[src/rtl/tmr_evt_pkg.sv]
package tmr_evt_pkg;
  localparam int NFLAG    = 3;
  localparam int FLG_OVF  = 0;
  localparam int FLG_CMPA = 1;
  localparam int FLG_CMPB = 2;

  typedef enum logic {
    SPACE_DATA = 1'b0,
    SPACE_IO   = 1'b1
  } space_e;
endpackage

[src/rtl/tmr_evt_decode.sv]
module tmr_evt_decode
  import tmr_evt_pkg::*;
#(
  parameter int                ADDR_W   = 8,
  parameter logic [ADDR_W-1:0] DATA_OFS = 'h37,
  parameter logic [ADDR_W-1:0] IO_OFS   = 'h17
) (
  input  logic              bus_space,
  input  logic [ADDR_W-1:0] bus_addr,
  input  logic              wr_en,
  input  logic              rd_en,
  output logic              wr_hit,
  output logic              rd_hit
);
  space_e space;
  logic   sel;

  assign space = space_e'(bus_space);

  always_comb begin
    unique case (space)
      SPACE_DATA: sel = (bus_addr == DATA_OFS);
      SPACE_IO:   sel = (bus_addr == IO_OFS);
      default:    sel = 1'b0;
    endcase
  end

  assign wr_hit = wr_en & sel;
  assign rd_hit = rd_en & sel;
endmodule

[src/rtl/tmr_evt_flag.sv]
module tmr_evt_flag (
  input  logic clk,
  input  logic rst,
  input  logic set_i,
  input  logic clr_i,
  output logic q
);
  always_ff @(posedge clk) begin
    if (rst)        q <= 1'b0;
    else if (set_i) q <= 1'b1;
    else if (clr_i) q <= 1'b0;
  end

  // a set pulse always leaves the flag high
  p_set_wins_r6: assert property (@(posedge clk) disable iff (rst)
    set_i |=> q);

  // a clear without a set drops the flag
  p_clear_r5: assert property (@(posedge clk) disable iff (rst)
    (clr_i && !set_i) |=> !q);

  // with neither set nor clear the flag holds
  p_hold_r3: assert property (@(posedge clk) disable iff (rst)
    (!clr_i && !set_i) |=> $stable(q));
endmodule

[src/rtl/tmr_evt_irq.sv]
module tmr_evt_irq #(
  parameter int N = 3
) (
  input  logic [N-1:0] flags,
  input  logic [N-1:0] int_en,
  input  logic         glob_en,
  output logic [N-1:0] irq_req
);
  for (genvar i = 0; i < N; i++) begin : g_gate
    assign irq_req[i] = glob_en & int_en[i] & flags[i];
  end
endmodule

[src/rtl/tmr_evt_flags.sv]
module tmr_evt_flags
  import tmr_evt_pkg::*;
#(
  parameter int                ADDR_W   = 8,
  parameter int                DATA_W   = 8,
  parameter logic [ADDR_W-1:0] DATA_OFS = 'h37,
  parameter logic [ADDR_W-1:0] IO_SHIFT = 'h20
) (
  input  logic              clk,
  input  logic              rst,
  input  logic              bus_space,
  input  logic [ADDR_W-1:0] bus_addr,
  input  logic              wr_en,
  input  logic [DATA_W-1:0] wr_data,
  input  logic              rd_en,
  output logic [DATA_W-1:0] rd_data,
  input  logic              pwm_mode,
  input  logic              ovf_evt_wrap,
  input  logic              ovf_evt_bottom,
  input  logic              cmpa_evt,
  input  logic              cmpb_evt,
  input  logic [NFLAG-1:0]  irq_ack,
  input  logic [NFLAG-1:0]  int_en,
  input  logic              glob_en,
  output logic [NFLAG-1:0]  irq_req
);
  localparam logic [ADDR_W-1:0] IO_OFS = DATA_OFS - IO_SHIFT;

  logic             wr_hit, rd_hit;
  logic [NFLAG-1:0] evt, clr, flags;
  logic             unused_wr_hi;

  assign unused_wr_hi = ^wr_data[DATA_W-1:NFLAG];

  tmr_evt_decode #(
    .ADDR_W(ADDR_W), .DATA_OFS(DATA_OFS), .IO_OFS(IO_OFS)
  ) u_dec (
    .bus_space(bus_space), .bus_addr(bus_addr),
    .wr_en(wr_en), .rd_en(rd_en),
    .wr_hit(wr_hit), .rd_hit(rd_hit)
  );

  // overflow source follows counting mode
  assign evt[FLG_OVF]  = pwm_mode ? ovf_evt_bottom : ovf_evt_wrap;
  assign evt[FLG_CMPA] = cmpa_evt;
  assign evt[FLG_CMPB] = cmpb_evt;

  for (genvar i = 0; i < NFLAG; i++) begin : g_flag
    assign clr[i] = (wr_hit & wr_data[i]) | irq_ack[i];
    tmr_evt_flag u_flag (
      .clk(clk), .rst(rst), .set_i(evt[i]), .clr_i(clr[i]), .q(flags[i])
    );
  end

  always_ff @(posedge clk) begin
    if (rst)         rd_data <= '0;
    else if (rd_hit) rd_data <= {{(DATA_W-NFLAG){1'b0}}, flags};
    else             rd_data <= '0;
  end

  tmr_evt_irq #(.N(NFLAG)) u_irq (
    .flags(flags), .int_en(int_en), .glob_en(glob_en), .irq_req(irq_req)
  );

  p_upper_zero_r2: assert property (@(posedge clk) disable iff (rst)
    rd_data[DATA_W-1:NFLAG] == '0);

  p_irq_needs_glob_r7: assert property (@(posedge clk) disable iff (rst)
    (irq_req != '0) |-> glob_en);

  p_foreign_wr_r8: assert property (@(posedge clk) disable iff (rst)
    (wr_en && !rd_en && irq_ack == '0 && !cmpa_evt && !cmpb_evt
     && !ovf_evt_wrap && !ovf_evt_bottom
     && !((bus_space == 1'b0 && bus_addr == DATA_OFS) ||
          (bus_space == 1'b1 && bus_addr == IO_OFS)))
    |=> $stable(flags));

  p_pwm_ignores_wrap_r9: assert property (@(posedge clk) disable iff (rst)
    (pwm_mode && !ovf_evt_bottom && !flags[FLG_OVF]) |=> !flags[FLG_OVF]);

  p_read_preclear_r10: assert property (@(posedge clk) disable iff (rst)
    rd_hit |=> (rd_data[NFLAG-1:0] == $past(flags)));
endmodule

[config.mk]
export PLATFORM = sky130hd
export DESIGN_NAME = tmr_evt_flags
export DESIGN_NICKNAME = d
export VERILOG_FILES = /design/src/rtl/tmr_evt_pkg.sv /design/src/rtl/tmr_evt_decode.sv /design/src/rtl/tmr_evt_flag.sv /design/src/rtl/tmr_evt_irq.sv /design/src/rtl/tmr_evt_flags.sv
export SDC_FILE = /design/constraint.sdc
export NUM_CORES = 1
export LEC_CHECK = 0
export ABC_AREA = 1
export CORE_AREA = 2 2 39 41
export CTS_CLUSTER_SIZE = 28
export DETAILED_ROUTE_END_ITERATION = 10
export DIE_AREA = 0 0 41 43
export DONT_BUFFER_PORTS = 1
export PLACE_DENSITY = 0.48
export SLEW_MARGIN = 20
export SYNTH_ARGS = -nofsm -noshare
export SYNTH_HDL_FRONTEND = slang
export SYNTH_HIERARCHICAL = 1
export SYNTH_SLANG_ARGS = --single-unit
[constraint.sdc]
create_clock -name clk -period 2.5 [get_ports clk]
set_input_delay 0.5 -clock clk [delete_from_list [all_inputs] [get_ports clk]]
set_output_delay 0.5 -clock clk [all_outputs]
set_load 0.005 [all_outputs]
==> results.tsv <==
metric	value	unit
Cell Pwr Density	494	nW/um^2
Layout fillers	169	
crit path max-delay cell type	dfxtp_1	
largest net degree at the start of global routing	5	
DRT antenna net count	0	
CTS tree	built	
post_cts resized	0	
post-route non-filler standard cell count	88	
RR Endpoint	g_flag[0].u_flag/q	
DRT iter0 DRCs	2	
crit share post-route	0.509	
multi-input logic area	175	um^2
initial antenna violation count	0	
Root Driver	clkbuf_4	
Area Growth Syn to Fin	4.95	%
post-layout minimum cycle time	1.27	ns
register bit count reported by yosys	6	
layout net count	107	
mapped cell area	404	um^2
critical path peak fanout	3	
vias in the first global route	296	
Synth cell types	10	
Worst EP required	2.00	ns
Routed WL	651	um
core area	1380	um^2
detailed-route wire length per cell	7.40	um
mean post-synth cell area	5.77	um^2
worst hold margin	0.314	ns
row count	14	
number of diodes	0	
GRT met3 Usage	0.0942	
Final Wtd Congestion	0.696	
CP peak stage delay	0.35	ns
f_max	0.786	GHz
peak supply drop	0.000215	V
Data arrival, critical path	0.77	ns
Inst Count DP	85	
CP cell instances	inv_1 > nor2_1	
hold path startpoint	rst	
clock skew	0.00565	ns
met2 Resource Use GR	0.147	
PortBufs	0	
Synth warnings	6	
layout cell share with drive strength beyond 1	0.111	
CP top delay family	flip-flops	
total I/O pin count	44	
Reg2Reg Launch Point	g_flag[0].u_flag/q	
maxcap violations	0	
Pwr Total	0.210	mW
Die Wd	41	um
WHS Endpoint	g_flag[1].u_flag/q	
Setup Buffers After CTS	0	
LEAKAGE	0.255	nW
RSZ-0062 raised after global routing	false	
Via density	3.83	
Max clock buf depth	2	
Sink Count	6	
Setup Crit Path Kind	flip-flop to primary output	
Slew Limit Fails	0	
fin area	424	um^2
Placed Area	402	um^2
part of the Yosys area used for sequential elements	0.297	
busiest layer in global routing	met2	
Post-CTS Hold Fix Bufs	0	
worst hold path class	input port to flip-flop	
CP Capture Type	primary output	
first-pass GRT wire length	1050	um
HPWL reported at the end of detailed placement	603	um
final setup vio count	0	
cell count after synthesis	70	
FF-to-FF path depth	2	
TritonCTS Buffers	3	
Final Hold Viols	0	
run status	complete, no violations	
Clk pin slew, worst setup/hold paths	0.05	ns
top cells by area, synth	dfxtp_1 (30%), inv_1 (21%), nand2_1 (19%), buf_4 (9.3%), nor2_1 (8.4%)	
DRT Pass-1 Iters	2	
Sequential cell area	120	um^2
startpoint types	flip-flop	
Synth area leader	dfxtp_1	
All-Layer GR Usage	0.0934	
setup_tns	0	ns
WHS Path Cells	1	
top cell type's share of synthesized area	0.297	
Worst Path Buf+Inv	1	
GR Overflow Total	0	
H-tree levels	1	
Reg2Reg Setup Slack	1.90	ns
DRC	0	
global routing usage on met1	0.0804	
Chip Height	43	um
Clk Latency, worst-skew pair	0.24	ns
Initial Util	0.292	
vias	337	
die area	1760	um^2
-- how the worst max path moves through the flow --
stage                             from  cells past startpoint                  to
floorplan                  bus_addr[6]                      8  g_flag[1].u_flag/q
global placement           bus_addr[7]                     10  g_flag[2].u_flag/q
detailed placement         bus_addr[6]                      8  g_flag[2].u_flag/q
CTS                 g_flag[0].u_flag/q                      2          irq_req[0]
global route        g_flag[2].u_flag/q                      2          irq_req[2]
finish              g_flag[0].u_flag/q                      2          irq_req[0]
-- kinds of logic (layout without fill, tap and decap cells) --
kind of cell / count (synthesis) / after routing / share of synthesized area
and+or+nand+nor: 32 / 32 / 0.322
AOI/OAI and AO/OA: 3 / 3 / 0.0650
other: 1 / 5 / 0.00928
buffers and inverters: 28 / 26 / 0.307
DFF: 6 / 6 / 0.297
-- layout make-up --
type                       instances  share of cell area
multi-input combinational         40               0.413
inverter                          23               0.204
tap                               16              0.0472
clock buffer                       3              0.0531
sequential                         6               0.283
-- flip-flops by register name (all words and copies together) (netlist names) --
register / flops
rd_data: 3
g_flag.u_flag/q: 3
-- cells in the final DEF (no fill, tap or decap) --
cell	n
clkbuf_4	3
nand2_1	20
nor3_2	1
inv_1	23
dfxtp_1	6
a21oi_2	3
conb_1	5
nand3_1	1
nor2_1	9
nand2_2	1
-- where the power goes --
| group | switching [mW] | total (mW) | internal (mW) |
|---|---|---|---|
| registers | 0.00255 | 0.102 | 0.0995 |
| clock network | 0.0315 | 0.0856 | 0.0541 |
| logic | 0.0128 | 0.0220 | 0.00917 |
| total | 0.0469 | 0.210 | 0.163 |
-- Yosys cell counts, drive strengths merged --
cell	n
nor2	9
nand3	1
a21oi	3
dfxtp	6
inv	23
buf	5
nor3	1
nand2	21
conb	1
-- through the flow --
step	worst slack, ns	utilization
after floorplan	1.27	-
after global placement	1.18	0.290
after detailed placement	1.17	0.290
after CTS	1.20	0.307
after global routing	1.16	0.307
final	1.23	0.307
-- worst register-to-register path, stage by stage, from the launching register on --
cell	delay, ns
dfxtp_1	0.35
nand2_1	0.08
a21oi_2	0.11
-- metal layers --
metal	routed length (um)	part of all wire	up-vias
li1	-	-	186
met1	211	0.32	135
met2	363	0.56	16
met3	76	0.12	0
met4	0	0	0
met5	0	0	-
Power figures use the tool's default switching activity.
